<file path="src/rtl/ep0_csr_pkg.sv">
package ep0_csr_pkg;
   // status flag positions; firmware decodes these
   localparam int unsigned F_RXRDY   = 0;
   localparam int unsigned F_TXARM   = 1;
   localparam int unsigned F_STLSENT = 2;
   localparam int unsigned F_LAST    = 3;
   localparam int unsigned F_EARLY   = 4;
   localparam int unsigned F_STLREQ  = 5;
   localparam int unsigned N_FLAGS   = 6;
   // write-only service strobes
   localparam int unsigned S_ACK_RX    = 6;
   localparam int unsigned S_ACK_EARLY = 7;
   localparam int unsigned MIN_REG_W   = 8;
   // interrupt sources
   localparam int unsigned N_IRQ_SRC = 4;
endpackage

</file>
<file path="src/rtl/ep0_flag_cell.sv">
module ep0_flag_cell #(
   parameter bit SET_PRIO = 1'b1
) (
   input  logic clk,
   input  logic rst_n,
   input  logic set_i,
   input  logic clr_i,
   output logic q
);
   logic nxt;

   generate
      if (SET_PRIO) begin : g_set_first
         always_comb begin
            nxt = q;
            if (clr_i) nxt = 1'b0;
            if (set_i) nxt = 1'b1;
         end
      end else begin : g_clr_first
         always_comb begin
            nxt = q;
            if (set_i) nxt = 1'b1;
            if (clr_i) nxt = 1'b0;
         end
      end
   endgenerate

   always_ff @(posedge clk) begin
      if (!rst_n) q <= 1'b0;
      else        q <= nxt;
   end
endmodule

</file>
<file path="src/rtl/ep0_pulse_merge.sv">
module ep0_pulse_merge #(
   parameter int unsigned N_SRC = 1
) (
   input  logic             clk,
   input  logic             rst_n,
   input  logic [N_SRC-1:0] src_i,
   output logic             pulse_o
);
   generate
      if (N_SRC < 1) begin : g_bad_n
         $error("ep0_pulse_merge needs at least one source");
      end
   endgenerate

   always_ff @(posedge clk) begin
      if (!rst_n) pulse_o <= 1'b0;
      else        pulse_o <= |src_i;
   end
endmodule

</file>
<file path="src/rtl/ep0_ctl_status.sv">
module ep0_ctl_status
   import ep0_csr_pkg::*;
#(
   parameter int unsigned REG_W    = 8,
   parameter bit          SET_PRIO = 1'b1
) (
   input  logic             clk,
   input  logic             rst_n,
   input  logic             wr_en,
   input  logic [REG_W-1:0] wr_data,
   output logic [REG_W-1:0] rd_data,
   input  logic             ev_rx_pkt,
   input  logic             ev_tx_done,
   input  logic             ev_stall_sent,
   input  logic             ev_early_end,
   input  logic             ev_xfer_done,
   output logic             irq,
   output logic             fifo_flush,
   output logic             fifo_acc_en
);
   localparam int unsigned PAD_W = REG_W - N_FLAGS;

   generate
      if (REG_W < MIN_REG_W) begin : g_bad_w
         $error("ep0_ctl_status: REG_W must hold both service strobes");
      end
   endgenerate

   logic [N_FLAGS-1:0]   set_v;
   logic [N_FLAGS-1:0]   clr_v;
   logic [N_FLAGS-1:0]   flag_q;
   logic [N_IRQ_SRC-1:0] irq_src;

   always_comb begin
      set_v = '0;
      clr_v = '0;
      // engine raises, firmware acknowledges through a service strobe
      set_v[F_RXRDY]   = ev_rx_pkt;
      clr_v[F_RXRDY]   = wr_en & wr_data[S_ACK_RX];
      // firmware arms, engine consumes
      set_v[F_TXARM]   = wr_en & wr_data[F_TXARM];
      clr_v[F_TXARM]   = ev_tx_done;
      // engine raises, firmware writes zero to drop
      set_v[F_STLSENT] = ev_stall_sent;
      clr_v[F_STLSENT] = wr_en & ~wr_data[F_STLSENT];
      // firmware marks final stage, engine drops on completion
      set_v[F_LAST]    = wr_en & wr_data[F_LAST];
      clr_v[F_LAST]    = ev_xfer_done;
      // engine raises on premature end, firmware acknowledges
      set_v[F_EARLY]   = ev_early_end;
      clr_v[F_EARLY]   = wr_en & wr_data[S_ACK_EARLY];
      // plain firmware read/write
      set_v[F_STLREQ]  = wr_en & wr_data[F_STLREQ];
      clr_v[F_STLREQ]  = wr_en & ~wr_data[F_STLREQ];
   end

   genvar gi;
   generate
      for (gi = 0; gi < N_FLAGS; gi++) begin : g_flag
         ep0_flag_cell #(.SET_PRIO(SET_PRIO)) u_cell (
            .clk   (clk),
            .rst_n (rst_n),
            .set_i (set_v[gi]),
            .clr_i (clr_v[gi]),
            .q     (flag_q[gi])
         );
      end
   endgenerate

   assign irq_src = {ev_tx_done & flag_q[F_TXARM], ev_early_end,
                     ev_stall_sent, ev_rx_pkt};

   ep0_pulse_merge #(.N_SRC(N_IRQ_SRC)) u_irq (
      .clk     (clk),
      .rst_n   (rst_n),
      .src_i   (irq_src),
      .pulse_o (irq)
   );

   ep0_pulse_merge #(.N_SRC(1)) u_flush (
      .clk     (clk),
      .rst_n   (rst_n),
      .src_i   (ev_early_end),
      .pulse_o (fifo_flush)
   );

   assign fifo_acc_en = ~flag_q[F_EARLY];
   assign rd_data     = {{PAD_W{1'b0}}, flag_q};
endmodule

</file>
<file path="config.mk">
export PLATFORM = sky130hd
export DESIGN_NAME = ep0_ctl_status
export DESIGN_NICKNAME = d
export VERILOG_FILES = /design/src/rtl/ep0_csr_pkg.sv /design/src/rtl/ep0_flag_cell.sv /design/src/rtl/ep0_pulse_merge.sv /design/src/rtl/ep0_ctl_status.sv
export SDC_FILE = /design/constraint.sdc
export NUM_CORES = 1
export LEC_CHECK = 0
export BUFFER_PORTS_ARGS = -buffer_cell sky130_fd_sc_hd__buf_2
export CAP_MARGIN = 20
export CORE_AREA = 2 2 39 41
export CTS_CLUSTER_DIAMETER = 50
export CTS_CLUSTER_SIZE = 28
export DETAILED_ROUTE_END_ITERATION = 8
export DIE_AREA = 0 0 41 43
export GPL_ROUTABILITY_DRIVEN = 0
export SETUP_SLACK_MARGIN = 0.05
export SLEW_MARGIN = 20
export SYNTH_ARGS = -nofsm -noshare
export SYNTH_HDL_FRONTEND = slang
export SYNTH_SLANG_ARGS = --single-unit
</file>
<file path="constraint.sdc">
create_clock -name clk -period 0.8 [get_ports clk]
set_input_delay 0.04 -clock clk [delete_from_list [all_inputs] [get_ports clk]]
set_output_delay 0.04 -clock clk [all_outputs]
set_load 0.01 [all_outputs]
</file>
* After elaboration in Yosys (flattened, before gate mapping) *
Cells that the tools add are included.

storage, ports and cells
  bits of input ports = 16
  flip-flop bits (word level) = 8

cells by class
  muxes and demuxes = 12
  reduce and logical (&&, ||, !) cells = 7
  bitwise gates (word level) = 11

operators by type and width
  kind                count
  1-bit two-way mux   12
  2-bit nonzero test  6
  1-bit AND           8
  4-bit OR reduction  1
  1-bit inverter      3

* Longest topological paths before layout *
  depth after elaboration = 4
  gate-level depth with buffers = 3
  mapped depth without buffers = 3

* Modules after synthesis *
Synthesis repeated with hierarchy kept, for this count alone.

second synthesis, totals
  cell total of the unflattened synthesis = 34
  area, all modules = 389.1 um2

modules (own cells, without submodules)
  module                     instances  area each (um2)  cells each  sequential area each (um2)
  ep0_flag_cell              6          41.3             3           20.0
  ep0_ctl_status             1          83.8             12          0.0
  ep0_pulse_merge (u_irq)    1          31.3             2           20.0
  ep0_pulse_merge (u_flush)  1          26.3             2           20.0

* Worst setup path after synthesis *
No wires, ideal clock.

  kind = reg2reg
  from = reg g_flag[1].u_cell.q
  to = reg u_irq.pulse_o
  path slack = 26 ps
  buffers on the path = 0
  library setup time = 125 ps
  arrival time = 649 ps
  stages on the path, launching flop included = 3
  path through = dfxtp_1 -> a2111oi_2 -> nor2b_1

on the way
  cells in the longest elaborated chain, start to end = 2

ends and longest elaborated chain
  item                    RTL line               RTL
  from (decl)             ep0_flag_cell.sv:8     output logic q
  from (signal assigned)  ep0_flag_cell.sv:30    else q <= nxt;
  1-bit AND               ep0_ctl_status.sv:70   assign irq_src = {ev_tx_done & flag_q[F_TXARM], ev_early_end,
  4-bit OR reduction      ep0_pulse_merge.sv:17  else pulse_o <= |src_i;
  to (signal assigned)    ep0_pulse_merge.sv:17
  to (decl)               ep0_pulse_merge.sv:7   output logic pulse_o

Every way passes these cells.
A chain may end at the register's enable or synchronous reset.

* Worst setup path after layout *
  from = reg g_flag[1].u_cell.q
  to = out rd_data[1]

RTL lines
  item       RTL line              RTL
  to (decl)  ep0_ctl_status.sv:11  output logic [REG_W-1:0] rd_data,

No word-level cell between the ends.

==> qor.yml <==
yosysUniqueCellTypes: 12
hold-path-cell-count: 3
min_period_ns: 0.836
fmax_ghz: 1.20
peakVddDrop_mv: 0.719
drtIter0Drc: 1
gr-total-overflow: 0
crit_path_start_kind: "register"
seqCellArea_um2: 168
maxCapViolations: 0
antenna_cells: 0
synthesis.area_um2: 354
whs_ns: 0.0276
fin_ws_ns: -0.0364
critPathSlowestCell: "dfxtp_2"
cpPeakStageDelay_ns: 0.32
ios: 27
die_w_um: 41
wl_per_cell_um: 9.45
grt_pass1_vias: 237
slew_violations: 0
hold_path.class: "in -> reg"
rr_startpoint: "g_flag[1].u_cell.q"
power_leakage_nw: 0.244
cts_tree: "built"
route.vias.total: 288
p_int_mw: 0.694
dr.pass1.iters: 2
avgSynthCellArea_um2: 9.32
violations: "setup timing"
avgViaCountPerCell: 3.95
hold-path-endpoint: "g_flag[1].u_cell.q"
cts_buffers: 3
areaGrowthSynthToFinish_pct: 44.9
root_buffer: "clkbuf_4"
clkSlewWorstSetupHoldPaths_ns: 0.05
p_per_area_mw_per_mm2: 1780
power_frac_seq_pct: 48.7
cts_sinks: 8
grt_use_total_pct: 10.0
reg2reg_to: "u_irq.pulse_o"
clkLatencyLatePin_ns: 0.25
skew_ns: 0.0000415
core_mm2: 0.00138
post-route-period-util_pct: 105
cpMostUsedCell: "buf_6"
grt_max_degree: 9
yosysWarnings: 0
comb_power_share_pct: 17.3
multi_input_area_um2: 134
p_sw_mw: 0.219
antenna_found_initial: 0
ant_nets: 0
end_kind: "primary output"
htreeDepth: 1
crit_chain: "buf_6, buf_6"
synth_seq_area_share_pct: 45.2
die_y_um: 43
numPortBuffers: 22
rsz0062_at_grt: "true"
finalWirelength_um: 690
cp.required_ns: 0.76
remaining_drc_errors: 0
synth-seq-cells: 8
crit_path_max_fanout: 2
drive_gt1_share_pct: 59.6
outcome: "finished, violations left"
nFillCells: 142
critPathBufInv: 2
hold_viol: 0
setup_viol: 1
clockPowerShare_pct: 34.0
criticalPathCategory: "reg -> out"
initial_utilization_pct: 25.6
grt_pass1_wl_um: 1020
swShare_pct: 23.9
cp.arrival_ns: 0.80
hold_buffers: 0
cts_buffer_depth: 2
crit_family: "flip-flops"
finalNetCount: 75
dieArea_mm2: 0.00176
reg2reg_depth: 2
num_rows: 14
syn_inst: 38
hp-start: "wr_data[1]"
ff2ff_setup_slack_ns: 0.01
preCtsSetupSlack_ns: 0.0116
==> worst max-delay path by stage <==
| stage | from | endpoint | slack (ns) | depth (start not counted) |
|---|---|---|---|---|
| floorplan | g_flag[1].u_cell.q | u_irq.pulse_o | 0.03 | 2 |
| finish | g_flag[1].u_cell.q | rd_data[1] | -0.04 | 2 |
| global route | g_flag[1].u_cell.q | rd_data[1] | -0.08 | 2 |
| detailed placement | g_flag[1].u_cell.q | u_irq.pulse_o | 0.01 | 2 |
| CTS | g_flag[1].u_cell.q | rd_data[1] | -0.05 | 2 |
| global placement | g_flag[1].u_cell.q | u_irq.pulse_o | 0.02 | 2 |
==> metrics by stage <==
step | TNS [ns] | utilization [%] | total power, mW | cells | instance area (µm²)
floorplan | 0 | - | 0.531 | 39 | 358
global placement | 0 | 31.5 | 0.574 | 70 | 435
CTS | -0.0658 | 35.3 | 0.915 | 73 | 488
detailed placement | 0 | 31.5 | 0.575 | 70 | 435
finish | -0.0364 | 37.1 | 0.913 | 73 | 513
global route | -0.198 | 37.1 | 0.997 | 73 | 513
==> layout by cell type, fill, tap and decap left out <==
| cell type | instances |
|---|---|
| mux2i_1 | 1 |
| dfxtp_1 | 2 |
| nand2b_1 | 3 |
| buf_6 | 8 |
| clkbuf_4 | 3 |
| conb_1 | 2 |
| dfxtp_2 | 6 |
| a2111oi_2 | 1 |
| a21boi_0 | 2 |
| nor2b_1 | 5 |
| buf_2 | 15 |
| inv_2 | 1 |
| and2_1 | 1 |
| a21oi_1 | 3 |
| nand2_1 | 4 |
==> flip-flops by register name (all words and copies together) (netlist names) <==
signal,count
g_flag.u_cell.q,6
u_irq.pulse_o,1
u_flush.pulse_o,1
==> synthesized netlist by cell type <==
library cell  instances  area (µm²)
buf_4                 8        60.1
dfxtp_1               8         160
nor2b_1               5        31.3
nand2_1               4        15.0
a21oi_1               3        15.0
nand2b_1              3        18.8
a21boi_0              2        15.0
a2111oi_2             1        15.0
and2_1                1        6.26
conb_1                1        3.75
inv_1                 1        3.75
mux2i_1               1        10.0
==> power groups by stage <==
stage                     Sequential (mW)  Clock, mW  Combinational (mW)
after global routing                0.447      0.376               0.174
after global placement              0.443          0               0.131
after CTS                           0.441      0.329               0.145
after floorplan                     0.446          0              0.0842
after detailed placement            0.443          0               0.132
final                               0.444      0.310               0.158
==> cell type report <==
| type | instances | area share, % |
|---|---|---|
| Clock buffer | 3 | 4.39 |
| Tap cell | 16 | 3.90 |
| Multi-Input combinational cell | 22 | 26.1 |
| Inverter | 1 | 0.732 |
| Timing Repair Buffer | 23 | 32.2 |
| Sequential cell | 8 | 32.7 |
==> worst register-to-register path, cell delays in order (launching register included) <==
cell and delay [ns]:
dfxtp_2 0.32, a2111oi_2 0.28, nor2b_1 0.07
==> timing repair <==
action                                  in CTS  in global routing
buffers inserted                             0                  0
endpoints found under the setup margin       8                 10
gates resized for setup                     10                  5
gates cloned                                 0                  0
==> per-layer routing <==
layer | track usage [%] | vias to the layer above | routed length (µm) | share of wire (%)
li1 | - | 150 | - | -
met1 | 8.97 | 116 | 273 | 40
met2 | 11.6 | 17 | 294 | 43
met3 | 10.5 | 5 | 98 | 14
met4 | 10.0 | 0 | 23 | 3.3
met5 | 0 | - | 0 | 0
==> logic make-up after synthesis <==
family                 count (synthesis)  synth area share, %
AND/OR/NAND/NOR                       13                 20.1
multiplexers                           1                 2.83
AO/OA/AOI/OAI                          6                 12.7
other                                  1                 1.06
flip-flops                             8                 45.2
buffers and inverters                  9                 18.0
Power figures use the tool's default switching activity.
